[config.mk]
export PLATFORM = sky130hd
export DESIGN_NAME = shared_port_fetch_arb
export DESIGN_NICKNAME = d
export VERILOG_FILES = /design/src/rtl/fa_pkg.sv /design/src/rtl/fa_port_arb.sv /design/src/rtl/fa_fetch_pc.sv /design/src/rtl/fa_inflight_trk.sv /design/src/rtl/fa_resp_steer.sv /design/src/rtl/shared_port_fetch_arb.sv
export SDC_FILE = /design/constraint.sdc
export NUM_CORES = 1
export LEC_CHECK = 0
export ABC_AREA = 1
export BUFFER_PORTS_ARGS = -buffer_cell sky130_fd_sc_hd__buf_4
export CORE_MARGIN = 2
export CORE_UTILIZATION = 25
export CTS_BUF_LIST = sky130_fd_sc_hd__clkbuf_2
export CTS_CLUSTER_DIAMETER = 120
export CTS_CLUSTER_SIZE = 16
export DETAILED_ROUTE_END_ITERATION = 8
export PLACE_DENSITY_LB_ADDON = 0.05
export SLEW_MARGIN = 5
export SYNTH_ARGS = -nofsm -noshare
export SYNTH_HDL_FRONTEND = slang
export SYNTH_SLANG_ARGS = --single-unit
[constraint.sdc]
create_clock -name clk -period 2.4 [get_ports clk]
set_clock_uncertainty 0.05 [all_clocks]
set_input_delay 0.48 -clock clk [delete_from_list [all_inputs] [get_ports clk]]
set_output_delay 0.48 -clock clk [all_outputs]
set_load 0.02 [all_outputs]
[src/rtl/fa_pkg.sv]
package fa_pkg;
  // Who holds the shared memory port in the current cycle.
  typedef enum logic [1:0] {
    OWN_IDLE  = 2'd0,
    OWN_FETCH = 2'd1,
    OWN_DATA  = 2'd2
  } port_owner_e;

  // Byte offset bits inside a 32-bit word; ignored by conflict checks.
  localparam int unsigned BYTE_OFS_W = 2;
  localparam int unsigned FETCH_STEP = 4;
endpackage

[src/rtl/fa_port_arb.sv]
module fa_port_arb
  import fa_pkg::*;
(
  input  logic        clk,
  input  logic        rst_n,
  input  logic        fetch_en_i,
  input  logic        dec_mem_i,
  input  logic        dat_req_i,
  output port_owner_e owner_o
);
  logic resv_q, resv_d;
  logic resv_en;

  // The slot after a decoded memory instruction belongs to data.
  always_comb begin
    resv_d  = dec_mem_i;
    resv_en = 1'b1;
  end

  always_ff @(posedge clk or negedge rst_n) begin
    if (!rst_n) begin
      resv_q <= 1'b0;
    end else if (resv_en) begin
      resv_q <= resv_d;
    end
  end

  // Data outranks fetch; a reserved slot is never given to fetch.
  always_comb begin
    if (dat_req_i) begin
      owner_o = OWN_DATA;
    end else if (fetch_en_i && !resv_q) begin
      owner_o = OWN_FETCH;
    end else begin
      owner_o = OWN_IDLE;
    end
  end
endmodule

[src/rtl/fa_fetch_pc.sv]
module fa_fetch_pc
  import fa_pkg::*;
#(
  parameter int unsigned         ADDR_W   = 16,
  parameter logic [ADDR_W-1:0]   RESET_PC = '0
) (
  input  logic              clk,
  input  logic              rst_n,
  input  logic              adv_i,
  input  logic              load_i,
  input  logic [ADDR_W-1:0] load_addr_i,
  output logic [ADDR_W-1:0] pc_o
);
  localparam logic [ADDR_W-1:0] STEP = ADDR_W'(FETCH_STEP);

  logic [ADDR_W-1:0] pc_q, pc_d;
  logic              pc_en;

  always_comb begin
    pc_en = adv_i | load_i;
    if (load_i) begin
      pc_d = load_addr_i;
    end else begin
      pc_d = pc_q + STEP;
    end
  end

  always_ff @(posedge clk or negedge rst_n) begin
    if (!rst_n) begin
      pc_q <= RESET_PC;
    end else if (pc_en) begin
      pc_q <= pc_d;
    end
  end

  assign pc_o = pc_q;
endmodule

[src/rtl/fa_inflight_trk.sv]
module fa_inflight_trk
  import fa_pkg::*;
#(
  parameter int unsigned ADDR_W = 16,
  parameter int unsigned DEPTH  = 4
) (
  input  logic                         clk,
  input  logic                         rst_n,
  input  logic                         push_vld_i,
  input  logic [ADDR_W-BYTE_OFS_W-1:0] push_word_i,
  input  logic                         chk_vld_i,
  input  logic [ADDR_W-BYTE_OFS_W-1:0] chk_word_i,
  output logic                         hit_o,
  output logic [ADDR_W-1:0]            hit_addr_o
);
  localparam int unsigned WORD_W = ADDR_W - BYTE_OFS_W;
  localparam int unsigned IDX_W  = (DEPTH > 1) ? $clog2(DEPTH) : 1;

  // Entry 0 is the youngest slot, entry DEPTH-1 the oldest.
  logic [DEPTH-1:0]  vld_q, vld_d;
  logic [WORD_W-1:0] word_q [DEPTH];
  logic [WORD_W-1:0] word_d [DEPTH];
  logic [DEPTH-1:0]  match;
  logic [DEPTH-1:0]  kill;
  logic [IDX_W-1:0]  hit_idx;
  logic              hit;

  for (genvar g = 0; g < DEPTH; g++) begin : g_cmp
    assign match[g] = chk_vld_i & vld_q[g] & (word_q[g] == chk_word_i);
  end

  // Oldest match wins: scan upward, the last hit found is the highest index.
  always_comb begin
    hit     = 1'b0;
    hit_idx = '0;
    for (int i = 0; i < DEPTH; i++) begin
      if (match[i]) begin
        hit     = 1'b1;
        hit_idx = IDX_W'(i);
      end
    end
  end

  // Discard the matching entry and every younger one.
  for (genvar g = 0; g < DEPTH; g++) begin : g_kill
    assign kill[g] = hit & (IDX_W'(g) <= hit_idx);
  end

  always_comb begin
    vld_d[0]  = push_vld_i;
    word_d[0] = push_word_i;
    for (int i = 1; i < DEPTH; i++) begin
      vld_d[i]  = vld_q[i-1] & ~kill[i-1];
      word_d[i] = word_q[i-1];
    end
  end

  always_ff @(posedge clk or negedge rst_n) begin
    if (!rst_n) begin
      vld_q <= '0;
      for (int i = 0; i < DEPTH; i++) begin
        word_q[i] <= '0;
      end
    end else begin
      vld_q <= vld_d;
      for (int i = 0; i < DEPTH; i++) begin
        word_q[i] <= word_d[i];
      end
    end
  end

  assign hit_o      = hit;
  assign hit_addr_o = {word_q[hit_idx], {BYTE_OFS_W{1'b0}}};
endmodule

[src/rtl/fa_resp_steer.sv]
module fa_resp_steer
  import fa_pkg::*;
#(
  parameter int unsigned ADDR_W = 16,
  parameter int unsigned DATA_W = 32
) (
  input  logic              clk,
  input  logic              rst_n,
  input  port_owner_e       owner_i,
  input  logic              dat_we_i,
  input  logic [ADDR_W-1:0] pc_i,
  input  logic [DATA_W-1:0] mem_rdata_i,
  output logic              if_valid_o,
  output logic [ADDR_W-1:0] if_addr_o,
  output logic [DATA_W-1:0] if_instr_o,
  output logic              dat_rvalid_o,
  output logic [DATA_W-1:0] dat_rdata_o
);
  logic              ifv_q, ifv_d;
  logic [ADDR_W-1:0] ifa_q, ifa_d;
  logic              ifa_en;
  logic              ldv_q, ldv_d;

  always_comb begin
    ifv_d  = (owner_i == OWN_FETCH);
    ifa_en = ifv_d;
    ifa_d  = pc_i;
    ldv_d  = (owner_i == OWN_DATA) & ~dat_we_i;
  end

  always_ff @(posedge clk or negedge rst_n) begin
    if (!rst_n) begin
      ifv_q <= 1'b0;
      ldv_q <= 1'b0;
    end else begin
      ifv_q <= ifv_d;
      ldv_q <= ldv_d;
    end
  end

  always_ff @(posedge clk or negedge rst_n) begin
    if (!rst_n) begin
      ifa_q <= '0;
    end else if (ifa_en) begin
      ifa_q <= ifa_d;
    end
  end

  assign if_valid_o   = ifv_q;
  assign if_addr_o    = ifa_q;
  assign if_instr_o   = mem_rdata_i;
  assign dat_rvalid_o = ldv_q;
  assign dat_rdata_o  = mem_rdata_i;
endmodule

[src/rtl/shared_port_fetch_arb.sv]
module shared_port_fetch_arb
  import fa_pkg::*;
#(
  parameter int unsigned       ADDR_W   = 16,
  parameter int unsigned       DATA_W   = 32,
  parameter int unsigned       DEPTH    = 4,
  parameter logic [ADDR_W-1:0] RESET_PC = '0
) (
  input  logic              clk,
  input  logic              rst_n,
  input  logic              fetch_en_i,
  input  logic              dec_mem_i,
  input  logic              dat_req_i,
  input  logic              dat_we_i,
  input  logic [ADDR_W-1:0] dat_addr_i,
  input  logic [DATA_W-1:0] dat_wdata_i,
  output logic              mem_en_o,
  output logic              mem_we_o,
  output logic [ADDR_W-1:0] mem_addr_o,
  output logic [DATA_W-1:0] mem_wdata_o,
  input  logic [DATA_W-1:0] mem_rdata_i,
  output logic              if_valid_o,
  output logic [ADDR_W-1:0] if_addr_o,
  output logic [DATA_W-1:0] if_instr_o,
  output logic              dat_rvalid_o,
  output logic [DATA_W-1:0] dat_rdata_o,
  output logic              flush_o,
  output logic [ADDR_W-1:0] flush_addr_o
);
  port_owner_e       owner;
  logic [ADDR_W-1:0] pc;
  logic              fetch_gnt;
  logic              store_gnt;
  logic              hit;
  logic [ADDR_W-1:0] hit_addr;
  logic              flush_q, flush_d;
  logic [ADDR_W-1:0] flush_addr_q;
  logic              flush_addr_en;

  fa_port_arb u_arb (
    .clk        (clk),
    .rst_n      (rst_n),
    .fetch_en_i (fetch_en_i),
    .dec_mem_i  (dec_mem_i),
    .dat_req_i  (dat_req_i),
    .owner_o    (owner)
  );

  assign fetch_gnt = (owner == OWN_FETCH);
  assign store_gnt = (owner == OWN_DATA) & dat_we_i;

  fa_fetch_pc #(
    .ADDR_W   (ADDR_W),
    .RESET_PC (RESET_PC)
  ) u_pc (
    .clk         (clk),
    .rst_n       (rst_n),
    .adv_i       (fetch_gnt),
    .load_i      (hit),
    .load_addr_i (hit_addr),
    .pc_o        (pc)
  );

  fa_inflight_trk #(
    .ADDR_W (ADDR_W),
    .DEPTH  (DEPTH)
  ) u_trk (
    .clk         (clk),
    .rst_n       (rst_n),
    .push_vld_i  (fetch_gnt),
    .push_word_i (pc[ADDR_W-1:BYTE_OFS_W]),
    .chk_vld_i   (store_gnt),
    .chk_word_i  (dat_addr_i[ADDR_W-1:BYTE_OFS_W]),
    .hit_o       (hit),
    .hit_addr_o  (hit_addr)
  );

  fa_resp_steer #(
    .ADDR_W (ADDR_W),
    .DATA_W (DATA_W)
  ) u_resp (
    .clk          (clk),
    .rst_n        (rst_n),
    .owner_i      (owner),
    .dat_we_i     (dat_we_i),
    .pc_i         (pc),
    .mem_rdata_i  (mem_rdata_i),
    .if_valid_o   (if_valid_o),
    .if_addr_o    (if_addr_o),
    .if_instr_o   (if_instr_o),
    .dat_rvalid_o (dat_rvalid_o),
    .dat_rdata_o  (dat_rdata_o)
  );

  // Memory port mux.
  always_comb begin
    mem_en_o    = (owner != OWN_IDLE);
    mem_we_o    = store_gnt;
    mem_addr_o  = (owner == OWN_DATA) ? dat_addr_i : pc;
    mem_wdata_o = dat_wdata_i;
  end

  // Flush notification, one cycle after the offending store.
  always_comb begin
    flush_d       = hit;
    flush_addr_en = hit;
  end

  always_ff @(posedge clk or negedge rst_n) begin
    if (!rst_n) begin
      flush_q <= 1'b0;
    end else begin
      flush_q <= flush_d;
    end
  end

  always_ff @(posedge clk or negedge rst_n) begin
    if (!rst_n) begin
      flush_addr_q <= '0;
    end else if (flush_addr_en) begin
      flush_addr_q <= hit_addr;
    end
  end

  assign flush_o      = flush_q;
  assign flush_addr_o = flush_addr_q;
endmodule

### Word level (Yosys, flattened, before mapping)

Cells that the tools add are included.
W data, S select, Z words.

* magnitude comparators: 4
* reduce and logical (&&, ||, !) cells: 3
* bitwise operators: 22
* add/subtract/negate cells: 1
* eq/ne operators: 6
* mux-type cells: 14

Operator list (count)
* $eq A14 B14 Y1: 4
* $mux W16: 2
* $bmux W14 S2: 1
* $mux W14: 2
* $add A16 B3 Y16 const B: 1
* $and A1 B1 Y1: 16
* $mux W1: 6
* $mux W2: 3
* $le A1 B2 Y1 const A: 2
* $not A1 Y1: 4
* $ge A3 B3 Y1 const B: 1
* $not A2 Y3: 1
* $eq A2 B1 Y1 const B: 1
* $eq A2 B2 Y1 const B: 1
* $le A2 B2 Y1 const A: 1
* $reduce_bool A2 Y1: 1
* $logic_and A1 B1 Y1: 1
* $logic_not A1 Y1: 1
* $or A1 B1 Y1: 1

* register bits after elaboration: 110
* output and inout port bits: 149
* word-level logic and storage cells: 62
* input bits: 86

### Logic depth before layout (Yosys ltp)

* depth in word-level cells: 16
* depth in mapped cells: 17
* mapped depth without buffers: 15

### By module

A second synthesis with hierarchy kept.

* cells, all modules: 876
* area, all modules: 6729.0 µm²

Modules (own cells, without submodules)
* fa_inflight_trk: sequential area each 1501.4 µm², times used 1, area an instance 3299.4 µm², cells an instance 448
* fa_resp_steer: sequential area each 450.4 µm², times used 1, area an instance 1236.2 µm², cells an instance 138
* shared_port_fetch_arb: sequential area each 425.4 µm², times used 1, area an instance 1178.6 µm², cells an instance 158
* fa_fetch_pc: sequential area each 400.4 µm², times used 1, area an instance 968.4 µm², cells an instance 127
* fa_port_arb: sequential area each 25.0 µm², times used 1, area an instance 46.3 µm², cells an instance 5

### Worst setup path after synthesis

OpenSTA, ideal clock, no wires.

* path type: in2reg
* start point: input dat_addr_i[11]
* end point: register u_pc.pc_q[10] (netlist: u_pc.pc_o[10])
* required time: 2.227 ns
* setup time: 0.123 ns
* stages: 13
* buffers on the path: 3
* setup slack: 0.408 ns
* data arrival time: 1.818 ns
* cell sequence: buf_2 xnor2_1 nand2_1 nor2_1 nand2_1 nor2_4 inv_1 nand2_1 nor2_2 buf_4 buf_6 o21ai_0 a21oi_1

* word-level cells in the longest chain between the ends: 10
* elaborated cells on any way between the ends: 21
* those cells by class: 4 x eq/ne; 11 x mux; 6 x bitwise

Ends and longest elaborated chain
* start, declared: RTL line shared_port_fetch_arb.sv:15 `input logic [ADDR_W-1:0] dat_addr_i,`
* $eq A14 B14 Y1: RTL line fa_inflight_trk.sv:29 `assign match[g] = chk_vld_i & vld_q[g] & (word_q[g] == chk_word_i);`
* $and A1 B1 Y1: RTL line fa_inflight_trk.sv:29
* $mux W1: RTL line fa_inflight_trk.sv:37 `if (match[i]) begin`
* $mux W2 (2 in series): RTL line fa_inflight_trk.sv:37
* $not A2 Y3 (implied by the code): RTL line fa_inflight_trk.sv:73 `assign hit_addr_o = {word_q[hit_idx], {BYTE_OFS_W{1'b0}}};`
* $bmux W14 S2: RTL line fa_inflight_trk.sv:73
* $mux W14 (implied by the code) (2 in series): RTL line fa_inflight_trk.sv:73
* $mux W16: RTL line fa_fetch_pc.sv:21 `if (load_i) begin`
* end signal, assigned: RTL line fa_fetch_pc.sv:32 `pc_q <= pc_d;`
* end, declared: RTL line fa_fetch_pc.sv:16 `logic [ADDR_W-1:0] pc_q, pc_d;`

Several ways; a longest one is shown, not always the timed one. The select of a mux whose other input is x is not followed.
A chain may end at the register's enable or synchronous reset.

### Final worst setup path

* start point: register u_pc.pc_q[10] (netlist: u_pc.pc_o[10])
* end point: output mem_addr_o[10]

* word-level cells in the longest chain between the ends: 1

Ends and longest elaborated chain
* $mux W16: RTL line shared_port_fetch_arb.sv:99 `mem_addr_o = (owner == OWN_DATA) ? dat_addr_i : pc;`
* end, declared: RTL line shared_port_fetch_arb.sv:19 `output logic [ADDR_W-1:0] mem_addr_o,`

No other way between the ends.

==> metrics.txt <==
list of most frequent post-synthesis cells nand2_1 (241), dfrtp_1 (105), buf_4 (104), nor2_1 (92), inv_1 (86); post-synthesis area per instance 7.52 um2; Core Box Area 24,900 um2; dpl ws -0.0114 ns; Die Width 163 um; CTS Buf Count 9; Final WS setup 0.189 ns; Compound-Gate Fraction of Synth Area 0.0506; RSZ-0062 raised after global routing no; Tcrit/Tclk final 0.921; #FFs+latches synth 105; Crit Path Category reg -> out; adder-cell area share of the yosys netlist 0.00199; WL/cell 15.7 um; Critical Path RT 1.87 ns; Leakage 3.44 nW; Peak VDD IR 0.317 mV; first-pass GRT wire length 28.4 mm; Synth Warn # 0; HP Start fetch_en_i; Post-synth EDFFs 0; worst reg2reg path depth 12; via density per instance 4.07; Routed WL 18.1 mm; synthesized instance count 835; Pins Over Slew Limit 0; Post-DRT Antenna Nets 0; asr flop ratio synth 1.00; CTS Buffer Depth 2; Fmax 452 MHz; Final Hold Vio Count 0; Clk pin slew, worst setup/hold paths 0.31 ns; count leader, synth nand2_1; Period minus WS final 2.21 ns; post-synthesis mux area share 0; DR DRC count 0; CTS tree yes; Synth top area share 0.418; vias in the first global route 4,947; top post-synthesis cells by area dfrtp_1 (42%), nand2_1 (14%), buf_4 (12%); Max-slew headroom 0.585; final hold slack 0.235 ns; dominant synthesized flop cell dfrtp_1; Worst setup EP type output port; total number of vias 4,677; run status completed; clock latency on the worst-skew pair 0.66 ns; worst-path fanout max 5; total power draw 4.62 mW; clock root cell clkbuf_2; r2r startpoint u_trk.word_d[15]$_DFF_PN0_; worst hold endpoint u_trk.vld_q[0]$_DFF_PN0_; Mapped Area 6280 um2; Hold Path Class in -> reg; layout cells sized above 1 0.148; H-tree depth 3; gr ovfl total 0; Slew @ Worst Pin 0.622 ns; gpl congestion 0.779; drt initial violations 184; pin count of the biggest net entering global routing 106; final setup vio count 0; area grow syn2layout 5.74%; Power Dens Cells 695 nW/um2; initial core utilization 0.252; largest area contributor in the netlist dfrtp_1; r2r setup slk 0.25 ns; Die ar. 26,400 um2; largest family of logic cells by synthesized area simple AND/OR/NAND/NOR gates; worst hold stages 4; Data arrival, critical path 1.68 ns; clk sinks 105; max-cap violations 0; HPWL after DPL 14.0 mm; Setup crit start u_pc.pc_o[10]$_DFFE_PN0P_; Total GRT Usage 0.142; simple-gate portion of the synthesized area 0.266; Synth cell types 34; IO Pins 235; Pre-antenna DRT Iters 4; sequential-to-total area share from yosys stat 0.418; initial antenna violation count 1; Critical Path Start Type flip-flop; PortBufs 70; FP Rows 58; fin nets 899; Post-Synth XOR/XNOR Area 0.0600; Post CTS Setup Buffer Count 0; Die Y 163 um; reg2reg end u_pc.pc_o[15]$_DFFE_PN0P_
kinds of logic (layout without fill, tap and decap cells):
logic type / count (synthesis) / in the layout
simple gates: 405 / 405
buf+inv: 222 / 201
flops: 105 / 105
compound gates: 58 / 58
xor+xnor: 43 / 43
fa+ha+maj: 1 / 1
other cells: 1 / 7
power by group:
group          internal (mW)  switching [mW]
combinational          0.532           0.845
clock                  0.156           0.684
sequential              2.09           0.310
total                   2.78            1.84
final cells by class:
cell class | count | area (um2)
Fill cell | 2752 | 18300
Clock inverter | 6 | 52.6
Timing Repair Buffer | 97 | 761
Sequential cell | 105 | 2630
Antenna cell | 3 | 7.51
Tap cell | 330 | 413
Clock buffer | 10 | 50.0
Inverter | 88 | 330
Multi-Input combinational cell | 511 | 2400
flip-flops by register name (all words and copies together) (netlist names):
signal,count
u_trk.word_d,42
flush_addr_o,14
u_pc.pc_o,14
u_resp.if_addr_o,14
u_trk.word_q,14
u_trk.vld_q,4
flush_o,1
u_arb.resv_q,1
u_resp.dat_rvalid_o,1
layout by cell type (no fill, tap or decap), types with 2 or more instances in the layout:
| cell | count |
|---|---|
| diode_2 | 3 |
| inv_2 | 2 |
| clkinv_4 | 2 |
| clkinvlp_4 | 2 |
| nand4_1 | 2 |
| xnor2_1 | 15 |
| nor2_4 | 3 |
| nand3_1 | 40 |
| nand3b_1 | 11 |
| nand2_1 | 241 |
| o211ai_1 | 6 |
| nand2_2 | 3 |
| dlygate4sd3_1 | 3 |
| dfrtp_1 | 105 |
| inv_1 | 86 |
| nor2_1 | 92 |
| o21ai_0 | 35 |
| nor3_1 | 6 |
| a21oi_1 | 12 |
| buf_12 | 2 |
| xor2_1 | 28 |
| buf_4 | 92 |
| o2111ai_1 | 2 |
| clkbuf_2 | 10 |
| conb_1 | 4 |
| nor2b_1 | 2 |
per-stage QoR:
| stage | std cells | area (um2) | utilization | setup TNS [ns] |
|---|---|---|---|---|
| final | 1150 | 6640 | 0.267 | 0 |
| after global routing | 1150 | 6640 | 0.267 | 0 |
| after CTS | 1147 | 6630 | 0.266 | 0 |
| after detailed placement | 1128 | 6500 | 0.261 | -0.0269 |
| after global placement | 1128 | 6500 | 0.261 | 0 |
| after floorplan | 838 | 6290 | - | 0 |
how the worst max path moves through the flow:
stage | slack, ns | depth (start not counted) | endpoint
2_1_floorplan | 0.41 | 13 | u_pc.pc_o[10]$_DFFE_PN0P_
3_3_place_gp | 0.003 | 13 | u_pc.pc_o[6]$_DFFE_PN0P_
3_5_place_dp | -0.01 | 13 | u_pc.pc_o[10]$_DFFE_PN0P_
4_1_cts | 0.11 | 3 | mem_addr_o[7]
5_1_grt | 0.009 | 12 | u_pc.pc_o[15]$_DFFE_PN0P_
6_report | 0.19 | 3 | mem_addr_o[10]
critical path, cell delays in order, from the launching register on:
cell     delay [ns]
dfrtp_1        0.50
inv_1          0.13
o21ai_0        0.23
buf_4          0.19
per-layer routing:
metal	global-route usage	vias to the layer above	wire length [um]
met3	0.0257	21	567
met4	0.0362	0	198
met5	0	-	0
li1	-	2396	-
met1	0.200	2166	9190
met2	0.226	94	8110
repair_timing:
item / CTS / global route
resized for setup: 0 / 1
setup endpoints to repair: 0 / 1
endpoints found under the hold margin: 107 / 0
hold buffers: 3 / 0
Note: power is estimated with default switching activity, not from simulation.
